**config.mk**
```make
export PLATFORM = sky130hd
export DESIGN_NAME = asid_tlb
export DESIGN_NICKNAME = d
export VERILOG_FILES = /design/src/rtl/tlb_pkg.sv /design/src/rtl/tlb_match.sv /design/src/rtl/tlb_victim.sv /design/src/rtl/asid_tlb.sv
export SDC_FILE = /design/constraint.sdc
export NUM_CORES = 1
export LEC_CHECK = 0
export BUFFER_PORTS_ARGS = -buffer_cell sky130_fd_sc_hd__buf_2
export CAP_MARGIN = 20
export CORE_ASPECT_RATIO = 0.9
export CORE_MARGIN = 5
export CORE_UTILIZATION = 66
export CTS_CLUSTER_SIZE = 25
export DETAILED_ROUTE_END_ITERATION = 10
export PLACE_DENSITY = 0.86
export SLEW_MARGIN = 0
export SYNTH_ARGS = -nofsm -noshare
export SYNTH_HDL_FRONTEND = slang
export SYNTH_SLANG_ARGS = --single-unit
```
**constraint.sdc**
```tcl
create_clock -name clk -period 16.98 [get_ports clk]
set_input_delay 0 -clock clk [delete_from_list [all_inputs] [get_ports clk]]
set_output_delay 0 -clock clk [all_outputs]
set_load 0.02 [all_outputs]
```
**src/rtl/tlb_pkg.sv**
```systemverilog
package tlb_pkg;
  typedef enum logic [2:0] {
    OP_FLUSH       = 3'd0,
    OP_PAGE_TAG    = 3'd1,
    OP_TAG         = 3'd2,
    OP_PAGE_ANY    = 3'd3,
    OP_UNLOCK_ALL  = 3'd4
  } tlb_op_e;
endpackage

```
**src/rtl/tlb_match.sv**
```systemverilog
module tlb_match #(
  parameter int N      = 8,
  parameter int VPN_W  = 20,
  parameter int ASID_W = 8
) (
  input  logic [N-1:0][VPN_W-1:0]  e_vpn,
  input  logic [N-1:0][ASID_W-1:0] e_asid,
  input  logic [VPN_W-1:0]         q_vpn,
  input  logic [ASID_W-1:0]        q_asid,
  output logic [N-1:0]             page_eq,
  output logic [N-1:0]             tag_eq
);
  for (genvar g = 0; g < N; g++) begin : g_cmp
    assign page_eq[g] = (e_vpn[g] == q_vpn);
    assign tag_eq[g]  = (e_asid[g] == q_asid);
  end
endmodule

```
**src/rtl/tlb_victim.sv**
```systemverilog
module tlb_victim #(
  parameter int N  = 8,
  localparam int IW = (N > 1) ? $clog2(N) : 1
) (
  input  logic [N-1:0]  valid,
  input  logic [N-1:0]  lock,
  input  logic [IW-1:0] rr_ptr,
  output logic [IW-1:0] idx,
  output logic          found,
  output logic          by_rr
);
  logic [IW-1:0] free_idx, rr_idx;
  logic          free_any, rr_ok;

  always_comb begin
    free_idx = '0;
    free_any = 1'b0;
    for (int i = N - 1; i >= 0; i--) begin
      if (!valid[i]) begin
        free_any = 1'b1;
        free_idx = IW'(i);
      end
    end
  end

  always_comb begin
    rr_idx = '0;
    rr_ok  = 1'b0;
    for (int k = N - 1; k >= 0; k--) begin
      int j;
      j = int'(rr_ptr) + k;
      if (j >= N) j = j - N;
      if (!lock[j]) begin
        rr_ok  = 1'b1;
        rr_idx = IW'(j);
      end
    end
  end

  assign found = free_any | rr_ok;
  assign by_rr = !free_any & rr_ok;
  assign idx   = free_any ? free_idx : rr_idx;
endmodule

```
**src/rtl/asid_tlb.sv**
```systemverilog
module asid_tlb
  import tlb_pkg::*;
#(
  parameter int N      = 8,
  parameter int VPN_W  = 20,
  parameter int PPN_W  = 20,
  parameter int ASID_W = 8
) (
  input  logic              clk,
  input  logic              rst_n,
  input  logic [VPN_W-1:0]  lk_vpn,
  input  logic [ASID_W-1:0] lk_asid,
  output logic              lk_hit,
  output logic [PPN_W-1:0]  lk_ppn,
  input  logic              fill_valid,
  output logic              fill_ready,
  input  logic [VPN_W-1:0]  fill_vpn,
  input  logic [PPN_W-1:0]  fill_ppn,
  input  logic [ASID_W-1:0] fill_asid,
  input  logic              fill_global,
  output logic              fill_err,
  input  logic              cmd_valid,
  input  logic [2:0]        cmd_op,
  input  logic [VPN_W-1:0]  cmd_vpn,
  input  logic [ASID_W-1:0] cmd_asid,
  input  logic              lock_valid,
  input  logic [VPN_W-1:0]  lock_vpn,
  input  logic [ASID_W-1:0] lock_asid
);
  localparam int IW = (N > 1) ? $clog2(N) : 1;

  logic [N-1:0][VPN_W-1:0]  e_vpn;
  logic [N-1:0][PPN_W-1:0]  e_ppn;
  logic [N-1:0][ASID_W-1:0] e_asid;
  logic [N-1:0]             e_valid, e_glob, e_lock;
  logic [IW-1:0]            rr_ptr;

  logic [N-1:0] lk_page, lk_tag, lk_sel;
  logic [N-1:0] lo_page, lo_tag, lo_sel;
  logic [N-1:0] cm_page, cm_tag;

  tlb_match #(.N(N), .VPN_W(VPN_W), .ASID_W(ASID_W)) u_lk_match (
    .e_vpn(e_vpn), .e_asid(e_asid), .q_vpn(lk_vpn), .q_asid(lk_asid),
    .page_eq(lk_page), .tag_eq(lk_tag));
  tlb_match #(.N(N), .VPN_W(VPN_W), .ASID_W(ASID_W)) u_lo_match (
    .e_vpn(e_vpn), .e_asid(e_asid), .q_vpn(lock_vpn), .q_asid(lock_asid),
    .page_eq(lo_page), .tag_eq(lo_tag));
  tlb_match #(.N(N), .VPN_W(VPN_W), .ASID_W(ASID_W)) u_cm_match (
    .e_vpn(e_vpn), .e_asid(e_asid), .q_vpn(cmd_vpn), .q_asid(cmd_asid),
    .page_eq(cm_page), .tag_eq(cm_tag));

  assign lk_sel = e_valid & lk_page & (e_glob | lk_tag);
  assign lo_sel = e_valid & lo_page & (e_glob | lo_tag);

  // lookup output: lowest matching slot
  always_comb begin
    lk_ppn = '0;
    for (int i = N - 1; i >= 0; i--)
      if (lk_sel[i]) lk_ppn = e_ppn[i];
  end
  assign lk_hit = |lk_sel;

  // victim choice
  logic [IW-1:0] v_idx;
  logic          v_found, v_by_rr;
  tlb_victim #(.N(N)) u_victim (
    .valid(e_valid), .lock(e_lock), .rr_ptr(rr_ptr),
    .idx(v_idx), .found(v_found), .by_rr(v_by_rr));

  assign fill_ready = !cmd_valid;
  logic fill_go;
  assign fill_go = fill_valid & fill_ready;

  // maintenance decode
  logic [N-1:0] kill;
  logic         unlock_all;
  always_comb begin
    kill       = '0;
    unlock_all = 1'b0;
    if (cmd_valid) begin
      case (cmd_op)
        OP_FLUSH:      kill = e_valid & ~e_lock;
        OP_PAGE_TAG:   kill = cm_page & (e_glob | cm_tag);
        OP_TAG:        kill = cm_tag & ~e_glob;
        OP_PAGE_ANY:   kill = cm_page;
        OP_UNLOCK_ALL: unlock_all = 1'b1;
        default:       kill = '0;
      endcase
    end
  end

  logic [N-1:0] nxt_valid, nxt_lock;
  always_comb begin
    nxt_valid = e_valid & ~kill;
    nxt_lock  = ((e_lock & ~{N{unlock_all}}) | (lock_valid ? lo_sel : '0)) & nxt_valid;
    if (fill_go && v_found) begin
      nxt_valid[v_idx] = 1'b1;
      nxt_lock[v_idx]  = 1'b0;
    end
  end

  always_ff @(posedge clk or negedge rst_n) begin
    if (!rst_n) begin
      e_valid  <= '0;
      e_lock   <= '0;
      rr_ptr   <= '0;
      fill_err <= 1'b0;
    end else begin
      e_valid  <= nxt_valid;
      e_lock   <= nxt_lock;
      fill_err <= fill_go && !v_found;
      if (fill_go && v_by_rr)
        rr_ptr <= (int'(v_idx) == N - 1) ? '0 : v_idx + 1'b1;
    end
  end

  always_ff @(posedge clk) begin
    if (fill_go && v_found) begin
      e_vpn[v_idx]  <= fill_vpn;
      e_ppn[v_idx]  <= fill_ppn;
      e_asid[v_idx] <= fill_asid;
      e_glob[v_idx] <= fill_global;
    end
  end
endmodule

```
# After elaboration in Yosys (flattened, before gate mapping)
# Index checks and enable logic that the tools add are counted.
[classes] muxes=91 addsub=16 n_lt_le_gt_ge=18 n_eq_ne=53 bitwise_logic=24 n_reduce_logical=9
[ops] operator="20-bit == test" count=24
[ops] operator="160-bit bitwise mux" count=2
[ops] operator="32-bit by 5-bit less-than comparator with 1-bit output (second input constant)" count=8
[ops] operator="32-bit 2-to-1 mux" count=8
[ops] operator="32-bit by 5-bit >= comparator with 1-bit output (second input constant)" count=7
[ops] operator="32-bit by 5-bit subtractor with 32-bit output (second input constant)" count=7
[ops] operator="8-bit == test" count=24
[ops] operator="20-bit 2-to-1 mux" count=9
[ops] operator="8-bit bitwise AND" count=11
[ops] operator="64-bit bitwise mux" count=1
[ops] operator="20-bit demux with 3-bit select" count=1
[ops] operator="3-bit 2-to-1 mux" count=18
[ops] operator="8-bit 2-to-1 mux" count=5
[ops] operator="8-bit inverter" count=5
[ops] operator="8-bit bitwise OR" count=5
[ops] operator="1-bit 2-to-1 mux" count=35
[ops] operator="8-bit case mux with 4 select lines" count=1
[ops] operator="1-bit binary-select mux with 3-bit select" count=8
[ops] operator="8-bit demux with 3-bit select" count=1
[ops] operator="3-bit by 3-bit adder with 4-bit output (second input constant)" count=4
[ops] operator="3-bit by 2-bit adder with 4-bit output (second input constant)" count=2
[ops] operator="8-bit bitwise mux" count=1
[ops] operator="8-bit OR reduction" count=1
[ops] operator="3-bit by 1-bit == test with 1-bit output (second input constant)" count=2
[ops] operator="other kinds (14)" count=21
[word_totals] wordCells=240 input_bits=141 register_bits=412 out_inout_bits=23

# Logic depth before layout (Yosys ltp)
[depth] word_depth=22 mapped_depth=18 mapped_depth_nobuf=12

# Hierarchy
# Synthesis repeated with hierarchy kept, for this count alone.
[unflattened] hier_cells=1860 hier_area_um2=23690.2
[by_module_without_submodules] module="asid_tlb" seq_area_each_um2=12271.8 cells_per_inst=741 area_each_um2=14614.0 instances=1
[by_module_without_submodules] module="tlb_match" seq_area_each_um2=0.0 cells_per_inst=332 area_each_um2=2671.3 instances=3
[by_module_without_submodules] module="tlb_victim" seq_area_each_um2=0.0 cells_per_inst=123 area_each_um2=1062.3 instances=1

# Least setup slack after synthesis
# Ideal clock, no wire load.
[synth_path] kind="reg2reg" start="reg rr_ptr[0]" end="reg e_asid[10] (netlist bit) (enable)" path_stages_with_launch=14 period_less_slack_ps=8833 arrival_ps=8234 t_required_ps=16381 slack_ps=8147 setup_ps=599 path_buffers=4 path_cell_list="dfrtp_1 > buf_2 > buf_2 > buf_2 > inv_1 > ha_1 > buf_6 > mux2_2 > mux4_2 > o21ai_0 > o21a_1 > o311ai_4 > a31oi_4 > nor4b_1"
[synth_via] elab_chain_len=16 word_cells_on_any_way=65 classes_between="add/sub: 15; order compare: 8; mux: 40; bitwise: 1; reduce/logical: 1"
[synth_lines] element="from (decl)" line_no="asid_tlb.sv:36" rtl="logic [IW-1:0] rr_ptr;"
[synth_lines] element="from (signal assigned)" line_no="asid_tlb.sv:113" rtl="rr_ptr <= (int'(v_idx) == N - 1) ? '0 : v_idx + 1'b1;"
[synth_lines] element="3-bit by 3-bit adder with 4-bit output" line_no="tlb_victim.sv:31" rtl="j = int'(rr_ptr) + k;"
[synth_lines] element="32-bit by 5-bit subtractor with 32-bit output or 32-bit by 5-bit >= comparator with 1-bit output (tied branches)" line_no="tlb_victim.sv:32" rtl="if (j >= N) j = j - N;"
[synth_lines] element="32-bit 2-to-1 mux" line_no="tlb_victim.sv:32"
[synth_lines] element="1-bit binary-select mux with 3-bit select" line_no="tlb_victim.sv:33" rtl="if (!lock[j]) begin"
[synth_lines] element="1-bit 2-to-1 mux (not written as such) (2 in series)" line_no="tlb_victim.sv:33"
[synth_lines] element="1-bit 2-to-1 mux (7 in series)" line_no="tlb_victim.sv:33"
[synth_lines] element="1-bit 2-to-1 mux *" line_no="tlb_victim.sv:33"
[synth_lines] element="1-bit bitwise OR *" line_no="tlb_victim.sv:40" rtl="assign found = free_any | rr_ok;"
[synth_lines] element="1-bit logical AND *" line_no="asid_tlb.sv:118" rtl="if (fill_go && v_found) begin"
[synth_lines] element="to (signal, indexed assignment)" line_no="asid_tlb.sv:121" rtl="e_asid[v_idx] <= fill_asid;"
[synth_lines] element="to (decl)" line_no="asid_tlb.sv:34" rtl="logic [N-1:0][ASID_W-1:0] e_asid;"
# Mark *: on every way between the ends. The rest lies on a longest branch, timed or not. The select of a mux whose other input is x is not followed.
# A chain may end at the register's enable or synchronous reset.

# Worst setup path in the final report
[layout_path] start="reg rr_ptr[1]" end="reg e_ppn[14] (netlist bit) (enable)"
[layout_via] elab_chain_len=16 word_cells_on_any_way=65 classes_between="add/sub: 15; order compare: 8; mux: 40; bitwise: 1; reduce/logical: 1"
[layout_lines] element="3-bit by 3-bit adder with 4-bit output" line_no="tlb_victim.sv:31"
[layout_lines] element="32-bit by 5-bit subtractor with 32-bit output or 32-bit by 5-bit >= comparator with 1-bit output (tied branches)" line_no="tlb_victim.sv:32"
[layout_lines] element="32-bit 2-to-1 mux" line_no="tlb_victim.sv:32"
[layout_lines] element="1-bit binary-select mux with 3-bit select" line_no="tlb_victim.sv:33"
[layout_lines] element="1-bit 2-to-1 mux (not written as such) (2 in series)" line_no="tlb_victim.sv:33"
[layout_lines] element="1-bit 2-to-1 mux (7 in series)" line_no="tlb_victim.sv:33"
[layout_lines] element="1-bit 2-to-1 mux *" line_no="tlb_victim.sv:33"
[layout_lines] element="1-bit bitwise OR *" line_no="tlb_victim.sv:40"
[layout_lines] element="1-bit logical AND *" line_no="asid_tlb.sv:118"
[layout_lines] element="to (signal, indexed assignment)" line_no="asid_tlb.sv:120" rtl="e_ppn[v_idx] <= fill_ppn;"
[layout_lines] element="to (decl)" line_no="asid_tlb.sv:33" rtl="logic [N-1:0][PPN_W-1:0] e_ppn;"
# Marks and branches as above.

==> impl_metrics.yaml <==
run_status:
  outcome: "finished clean"
floorplanning:
  rows: 65
  dieArea_um2: 38800
  io_pins: 164
  core_um2: 34800
  dieHeight_um: 187
  die_w_um: 207
  initial_core_util_pct: 66.3
route:
  drcViolationCount: 0
  drt-initial-drc-count: 2433
  routed_wire_length_per_instance_um: 30.6
  wl_um: 77700
  drt_pass1_iterations: 6
  viasPerCell: 6.77
  ant_nets: 0
  num_vias: 17200
placement:
  io_buffer_count: 163
  hpwl_um: 52100
  gp_congestion: 1.00
  placed_cell_area_um2: 24100
  post-place-ws_ps: 11770
power_and_ir_drop:
  ir_worst_vdd_uv: 110
  p_switching_w: 0.000772
  p_int_w: 0.00187
  p_leak_nw: 9.11
  switching_share_pct: 29.2
  pwr_density_cell_nw_per_um2: 102
  p_clk_share_pct: 34.4
  p_seq_share_pct: 49.4
  pwr-share-comb_pct: 16.2
global_route:
  grt_usage_pct: 38.9
  antenna_found_initial: 3
  grt_max_degree: 51
  grt_pass1_vias: 17200
  grt_pass1_wl_um: 112000
  grt-ovfl-total: 0
layout:
  final_area_um2: 26000
  fill_cells: 2273
  synthToLayoutAreaGrowth_pct: 12.8
  layout_commonest_cell: "xor2_1"
  final_nets: 2179
  multi_input_area_um2: 10200
  seq_area_um2: 12300
  layout_common_cells: "xor2_1 (502), edfxtp_1 (392), xnor2_1 (174), buf_2 (163), nor4_1 (128)"
  drive_gt1_share_pct: 14.4
  fin_util_pct: 74.8
clock_tree:
  cts_tree: "yes"
  cts.clk_slew.worst_paths_ps: 60
  ctsHtreeMaxLevel: 2
  cts_sinks: 412
  clk_latency_ps: 590
  cts-root-buf: "clkbuf_16"
  ctsLongestPathBuffers: 3
  numCtsBuffers: 43
worst_hold_path:
  min_path_type: "in -> reg"
  hold_path_end: "e_valid[6]$_DFF_PN0_"
  whs_path_depth: 4
  worstHoldStart: "cmd_op[1]"
sta:
  worstMarginPinSlew_ps: 1050
  setup_ws_ps: 11730
  clock.fmax_ghz: 0.191
  tns_ps: 0
  rsz0062_at_grt: "false"
  period_share_pct: 30.9
  drv_slew: 0
  finalSetupViolations: 0
  hold_viol: 0
  fin_crit_ps: 5250
  fin_skew_ps: 37.3
  slew_headroom_pct: 29.6
  hold_ws_ps: 27.8
synthesis:
  syn_area_per_cell_um2: 12.2
  synth_edf_count: 392
  ys_types: 66
  syn_nets: 2028
  ys_seq_area_share_pct: 53.2
  yosys_warnings: 0
  syn_area_um2: 23100
  syn_inst: 1884
  synth_seq_cells: 412
  synthFlopType: "edfxtp_1"
  synth-async-reset-ratio_pct: 4.85
worst_setup_path:
  startpoint_type: "flop"
  rrSetupSlack_ps: 11730
  reg2regPathDepth: 11
  worstPathMaxFanout: 29
  required_ps: 17170
  critPathCaptureType: "flop"
  r2r-start: "rr_ptr[1]$_DFFE_PN0P_"
  cp.arrival_ps: 5440
  worstSetupPathType: "reg -> reg"
  r2r-end: "e_ppn[14]$_DFFE_PP_"
run:
  drv_cap: 0
==> worst max-delay path, stage by stage (launching register included) <==
cell	delay, ps
dfrtp_1	740
inv_1	290
ha_1	820
mux2_2	430
mux4_2	520
o21ai_0	170
o21a_1	200
o311ai_4	100
a31oi_4	390
nand4b_1	220
inv_2	430
buf_4	530
==> sequential cells by signal (all words and copies together), names as in the netlist <==
signal and cells:
e_glob 8, e_vpn 160, fill_err 1, e_valid 8, e_asid 64, e_lock 8
e_ppn 160, rr_ptr 3
==> power groups by stage <==
| stage | Combinational (W) | Sequential, W | Clock [W] |
|---|---|---|---|
| floorplan | 0.000261 | 0.00130 | 0 |
| global placement | 0.000392 | 0.00132 | 0 |
| detailed placement | 0.000403 | 0.00132 | 0 |
| CTS | 0.000415 | 0.00130 | 0.000904 |
| global route | 0.000450 | 0.00131 | 0.000959 |
| finish | 0.000428 | 0.00130 | 0.000910 |
==> per-layer routing <==
layer	GRT usage, %	vias to the layer above	part of all wire, %	wire length [um]
met5	0	-	0.023	18
met4	18.6	4	5.8	4510
met3	11.3	311	15	11400
met2	60.7	1464	45	35300
met1	50.6	8233	34	26500
li1	-	7178	-	-
==> cell families (layout without fill, tap and decap cells) <==
kind of cell	count (synthesis)	count (layout)	synth area share [%]
muxes	36	36	2.41
buffers and inverters	148	332	2.55
xor gates and xnor gates	677	677	25.7
AOI/OAI and AO/OA	203	203	6.37
and+or+nand+nor	405	405	9.60
other	0	2	0
adders and majority gates	3	3	0.163
DFF	412	412	53.2
==> synth_stat cells, drive strengths merged (6+ instances only) <==
cell type / n / share of area [%]
o22ai: 23 / 0.62
mux2: 13 / 0.65
xor2: 503 / 19
o221ai: 21 / 0.80
nand2b: 7 / 0.19
nor3: 30 / 0.65
o21a: 7 / 0.23
o21ai: 18 / 0.39
o221a: 19 / 0.93
nor4: 129 / 3.5
nand4: 68 / 1.8
mux4: 14 / 1.4
xnor2: 174 / 6.6
edfxtp: 392 / 51
clkbuf: 103 / 1.7
mux2i: 9 / 0.39
nand3: 26 / 0.56
nand2: 45 / 0.74
a31oi: 6 / 0.23
nor2: 75 / 1.2
dfrtp: 20 / 2.2
inv: 18 / 0.29
buf: 27 / 0.58
a21boi: 22 / 0.72
a21oi: 52 / 1.1
==> worst max-delay path by stage <==
stage / startpoint / end / slack [ps] / depth (start not counted)
3_5_place_dp: rr_ptr[1]$_DFFE_PN0P_ / e_ppn[53]$_DFFE_PP_ / 11770 / 11
3_3_place_gp: rr_ptr[1]$_DFFE_PN0P_ / e_ppn[53]$_DFFE_PP_ / 11800 / 11
5_1_grt: rr_ptr[1]$_DFFE_PN0P_ / e_ppn[13]$_DFFE_PP_ / 11450 / 11
4_1_cts: rr_ptr[1]$_DFFE_PN0P_ / e_ppn[53]$_DFFE_PP_ / 11770 / 11
6_report: rr_ptr[1]$_DFFE_PN0P_ / e_ppn[14]$_DFFE_PP_ / 11730 / 11
2_1_floorplan: rr_ptr[0]$_DFFE_PN0P_ / e_asid[10]$_DFFE_PP_ / 8150 / 13
==> stage by stage <==
stage / cells / total power, W
finish: 2539 / 0.00264
CTS: 2535 / 0.00262
floorplan: 1884 / 0.00156
detailed placement: 2403 / 0.00172
global placement: 2403 / 0.00171
global route: 2538 / 0.00272
==> repair_timing <==
item | in CTS | in global routing
hold buffers | 54 | 0
endpoints found under the hold margin | 418 | 0
resized for setup | 0 | 0
buffers inserted | 0 | 0
==> area by class of cell <==
cell class                 count  area share [%]
antenna                        2          0.0192
clock buffer                  54            4.29
clock inverter                24           0.812
inverter                      18           0.260
multi-input combinational   1324            39.4
sequential                   412            47.2
tap                          469            2.25
timing repair buffer         236            5.84
No activity file was read; power rests on OpenSTA's default activity.
